### src/rtl/hub_enable_gate.sv
module hub_enable_gate #(
  parameter int NPORT     = 5,
  parameter int SYNC      = 2,
  parameter int HOLD_CYC  = 75,
  parameter int SETUP_CYC = 75
) (
  input  logic             clk,
  input  logic             rst_n,
  input  logic [NPORT-1:0] en_req,
  input  logic             bus_sda,
  input  logic             bus_scl,
  input  logic [NPORT-1:0] port_sda,
  input  logic [NPORT-1:0] port_scl,
  output logic [NPORT-1:0] en_app,
  output logic             busy
);
  localparam int NL = NPORT + 1;
  localparam int W  = NPORT + 2 * NL;
  localparam int HW = $clog2(HOLD_CYC + 1);
  localparam int SW = $clog2(SETUP_CYC + 1);

  logic [W-1:0] sq [SYNC];
  logic [W-1:0] raw, syn;
  logic [NL-1:0] sda, scl, sda_q, scl_q, idle;
  logic [NPORT-1:0] req_s, go;
  logic [SW-1:0] scnt;

  assign raw = {en_req, port_scl, bus_scl, port_sda, bus_sda};
  assign syn = sq[SYNC-1];
  assign sda = syn[NL-1:0];
  assign scl = syn[2*NL-1:NL];
  assign req_s = syn[W-1:2*NL];

  always_ff @(posedge clk or negedge rst_n)
    if (!rst_n) begin
      for (int s = 0; s < SYNC; s++) sq[s] <= {{NPORT{1'b1}}, {(2*NL){1'b1}}};
      sda_q <= '1;
      scl_q <= '1;
    end else begin
      sq[0] <= raw;
      for (int s = 1; s < SYNC; s++) sq[s] <= sq[s-1];
      sda_q <= sda;
      scl_q <= scl;
    end

  for (genvar g = 0; g < NL; g++) begin : g_trk
    logic start, stop, armed;
    logic [HW-1:0] cnt;
    assign start = sda_q[g] & ~sda[g] & scl_q[g] & scl[g];
    assign stop  = ~sda_q[g] & sda[g] & scl_q[g] & scl[g];
    always_ff @(posedge clk or negedge rst_n)
      if (!rst_n) begin
        idle[g] <= 1'b1;
        armed   <= 1'b0;
        cnt     <= '0;
      end else if (start) begin
        idle[g] <= 1'b0;
        armed   <= 1'b0;
      end else if (stop) begin
        idle[g] <= 1'b0;
        armed   <= 1'b1;
        cnt     <= '0;
      end else if (armed) begin
        if (cnt == HW'(HOLD_CYC - 1)) begin
          idle[g] <= 1'b1;
          armed   <= 1'b0;
        end else cnt <= cnt + 1'b1;
      end
  end

  assign go = (req_s ^ en_app) & idle[NL-1:1] & {NPORT{idle[0]}} & {{(NPORT-1){1'b1}}, 1'b0};

  always_ff @(posedge clk or negedge rst_n)
    if (!rst_n) begin
      en_app <= '1;
      scnt   <= '0;
    end else begin
      en_app <= (en_app & ~go) | (req_s & go);
      if (|go) scnt <= SW'(SETUP_CYC);
      else if (scnt != '0) scnt <= scnt - 1'b1;
    end

  assign busy = (|((req_s ^ en_app) & {{(NPORT-1){1'b1}}, 1'b0})) | (scnt != '0);
endmodule


### config.mk
export PLATFORM = sky130hd
export DESIGN_NAME = hub_enable_gate
export DESIGN_NICKNAME = d
export VERILOG_FILES = /design/src/rtl/hub_enable_gate.sv
export SDC_FILE = /design/constraint.sdc
export NUM_CORES = 1
export LEC_CHECK = 0
export ABC_AREA = 1
export BUFFER_PORTS_ARGS = -buffer_cell sky130_fd_sc_hd__clkbuf_2
export CORE_ASPECT_RATIO = 1.25
export CORE_MARGIN = 5
export CORE_UTILIZATION = 40
export DETAILED_ROUTE_END_ITERATION = 16
export HOLD_SLACK_MARGIN = 0.03
export PLACE_DENSITY = 0.6
export SLEW_MARGIN = 15
export SYNTH_ARGS = -nofsm -noshare
export SYNTH_HDL_FRONTEND = slang
export SYNTH_SLANG_ARGS = --single-unit
### constraint.sdc
create_clock -name clk -period 2.35 [get_ports clk]
set_clock_uncertainty 0.2 [all_clocks]
set_input_delay 0.1175 -clock clk [delete_from_list [all_inputs] [get_ports clk]]
set_output_delay 0.1175 -clock clk [all_outputs]
set_load 0.02 [all_outputs]
==> results.tsv <==
stage	metric	value	unit
status	status	completed	
sta	grt_setup_unrepaired	false	
grt	grt_max_degree	95	
logic_synthesis	synth_area_leaders	dfstp_2 (28%), dfrtp_1 (27%), nand2_1 (15%)	
logic_synthesis	synth_fp_nets	540	
sta	drv_slew	0	
die	die_y	127	microns
setup_path	worstSetupPathType	reg2out	
setup_path	end_kind	output pin	
power	ir_drop	0.565	mV
cells_and_area	drive_gt1_share	18.8	%
clock_network	h-tree-depth	3	
sta	layout_setup_ws	0.255	ns
routing	vias_per_cell	4.67	
logic_synthesis	syn_area_per_cell	8.53	sq um
clock_network	clk_pin_slew_worst_paths	0.06	ns
placement	io_buffers	20	
logic_synthesis	ys_seq_elements	94	
logic_synthesis	ys_async_sr_fraction	100	%
routing	wire_per_inst	10.6	microns
setup_path	cp_common_cell	inv_1	
cells_and_area	diodes	0	
setup_path	critPathSlowestCell	dfrtp_1	
die	fp.dieArea	0.0131	sq mm
logic_synthesis	yosysUniqueCellTypes	29	
clock_network	clk_latency	0.34	ns
power	seqPwrFrac	46.4	%
logic_synthesis	synth.most_common_cell	nand2_1	
placement	dp_hpwl	5150	microns
sta	hold-worst-slack	0.147	ns
setup_path	crit_chain	inv_1, ha_1, nand4_1, inv_1, nand3_1, clkbuf_2	
power	power_leakage	2.61	nW
grt	grt_pass1_vias	3159	
clock_network	clockBufferDepth	2	
power	power.density	920	mW/mm^2
die	ios	25	
die	coreArea	0.0106	sq mm
setup_path	max_stage_delay	0.37	ns
cells_and_area	n_fill_cell	1031	
logic_synthesis	yosys_warnings	0	
die	row_count	42	
routing	vias	3224	
clock_network	cts_buffers	9	
placement	pre_cts_ws	0.579	ns
cells_and_area	synthToLayoutAreaGrowth	17.3	%
clock_network	cts_tree	done	
sta	tns	0	ns
sta	timing.final.crit_share	89.1	%
clock_network	clock_sinks	94	
grt	overflow	0	
grt	grt_antenna_before_repair	0	
power	power.switching	1.41	mW
logic_synthesis	synth_edf_count	0	
cells_and_area	layout.nets	584	
logic_synthesis	netlist_area	0.00435	sq mm
die	chipWidth	103	microns
routing	antenna_left	0	
grt	grt_pass1_wl	13400	microns
power	power.total	4.69	mW
run	drv_cap	0	
power	pwr-share-clk	34.9	%
setup_path	start_kind	register	
power	power_frac_comb	18.7	%
setup_path	cp.arrival	1.78	ns
routing	drt-total-wl	7290	microns
sta	min_period	2.09	ns
logic_synthesis	yosysSeqAreaShare	55.4	%
clock_network	post_cts_resized	0	
setup_path	crit_fanout	6	
clock_network	cts_setup_buffers	0	
worst_hold_path	hold_class	reg2reg	
sta	fmax	477	MHz
sta	finalHoldViolations	0	
logic_synthesis	synthTopCellsByCount	nand2_1 (171), inv_1 (71), dfrtp_1 (47), dfstp_2 (47), nor2_1 (47)	
power	internal_power	3.29	mW
power	switching_share	30.0	%
logic_synthesis	postSynthCellCount	510	
logic_synthesis	synth-main-ff-cell	dfstp_2	
sta	finalSetupViolations	0	
placement	place_congestion	0.793	
grt	grtUsageTotal	12.7	%
logic_synthesis	yosys.area.top_type	dfstp_2	
logic_synthesis	synth_top_area_share	28.4	%
clock_network	clockRootBuffer	clkbuf_16	
die	initial_core_util	41.0	%
routing	drc	0	
routing	drtIter0Drc	134	
routing	drtPass1Iterations	5	
setup_path	worstPathRequired	2.03	ns
==> stage by stage <==
step	std cells	instance area [sq um]	util, %
global placement	660	4610	43.4
detailed placement	660	4610	43.4
finish	691	5100	48.1
global route	691	5100	48.1
CTS	691	5100	48.1
floorplan	510	4350	-
==> repair_timing <==
item                       CTS  global route
hold buffers                15             0
setup endpoints to repair    0             0
hold endpoints to repair   108             0
==> flip-flops by register name (all words and copies together) (netlist names), named ones only <==
register     count
g_trk.cnt       35
g_trk.armed      5
syn             14
idle             5
sda_q            5
sq              14
scnt             7
scl_q            5
==> cells by family (layout without fill, tap and decap cells) <==
family	after synthesis	in the layout	share of synthesized area [%]
xor+xnor	4	4	0.806
simple gates	295	295	29.0
mux	1	1	0.259
buf+inv	75	124	6.90
compound gates	29	29	4.34
other cells	1	1	0.0862
flops	94	94	55.4
fa+ha+maj	11	11	3.16
==> final timing paths <==
path                                startpoint                          end  slack [ns]  depth (start not counted)
setup / recovery           scnt[0]$_DFFE_PN0P_                         busy        0.26                          6
hold / removal                sq[25]$_DFF_PN1_             syn[8]$_DFF_PN1_        0.15                          0
setup reg to reg              syn[6]$_DFF_PN1_  g_trk[0].cnt[3]$_DFFE_PN0P_        0.57                          7
hold reg to reg               sq[25]$_DFF_PN1_             syn[8]$_DFF_PN1_        0.15                          0
max in group asynchronous                rst_n             sq[25]$_DFF_PN1_        1.41                          3
min in group asynchronous                rst_n  g_trk[5].cnt[3]$_DFFE_PN0P_        0.18                          3
==> layout make-up <==
type                       count  area, sq um  area share (%)
clock inverter                 7          120            2.35
timing repair buffer          36          273            5.35
multi-input combinational    341         1640            32.1
tap                          132          165            3.24
inverter                      72          270            5.30
sequential                    94         2410            47.3
clock buffer                   9          225            4.41
==> metal layers <==
layer  wire, microns  vias up  global-route usage [%]
met3             211       13                    2.14
met4             195        0                    7.01
met1            3420     1493                    16.2
met5               0        -                       0
li1                -     1677                       -
met2            3460       41                    20.2
==> critical path, delay by kind of cell, from the launching register on <==
family | cells | cell delay (ns)
adder cells (fa/ha/maj) | 1 | 0.26
flip-flops | 1 | 0.37
buffers and inverters | 3 | 0.45
AND/OR/NAND/NOR | 2 | 0.36
==> power groups by stage <==
stage / clock, mW / combinational (mW) / sequential [mW]
2_1_floorplan: 0 / 0.712 / 2.13
3_3_place_gp: 0 / 0.838 / 2.18
3_5_place_dp: 0 / 0.875 / 2.20
4_1_cts: 1.68 / 0.897 / 2.18
5_1_grt: 1.75 / 1.05 / 2.23
6_report: 1.64 / 0.879 / 2.18
==> cells in the final DEF, fill, tap and decap left out, types with 8 or more instances in the layout <==
| master | Yosys | final |
|---|---|---|
| clkbuf_16 | 0 | 9 |
| clkbuf_2 | 0 | 19 |
| nand2_1 | 171 | 171 |
| dfstp_2 | 47 | 47 |
| o21ai_2 | 8 | 8 |
| nand3_1 | 43 | 43 |
| nand4_1 | 16 | 16 |
| dlygate4sd3_1 | 0 | 15 |
| nor2_1 | 47 | 47 |
| ha_1 | 11 | 11 |
| o21ai_0 | 10 | 10 |
| dfrtp_1 | 47 | 47 |
| inv_1 | 71 | 71 |
No activity file was read; power rests on OpenSTA's default activity.
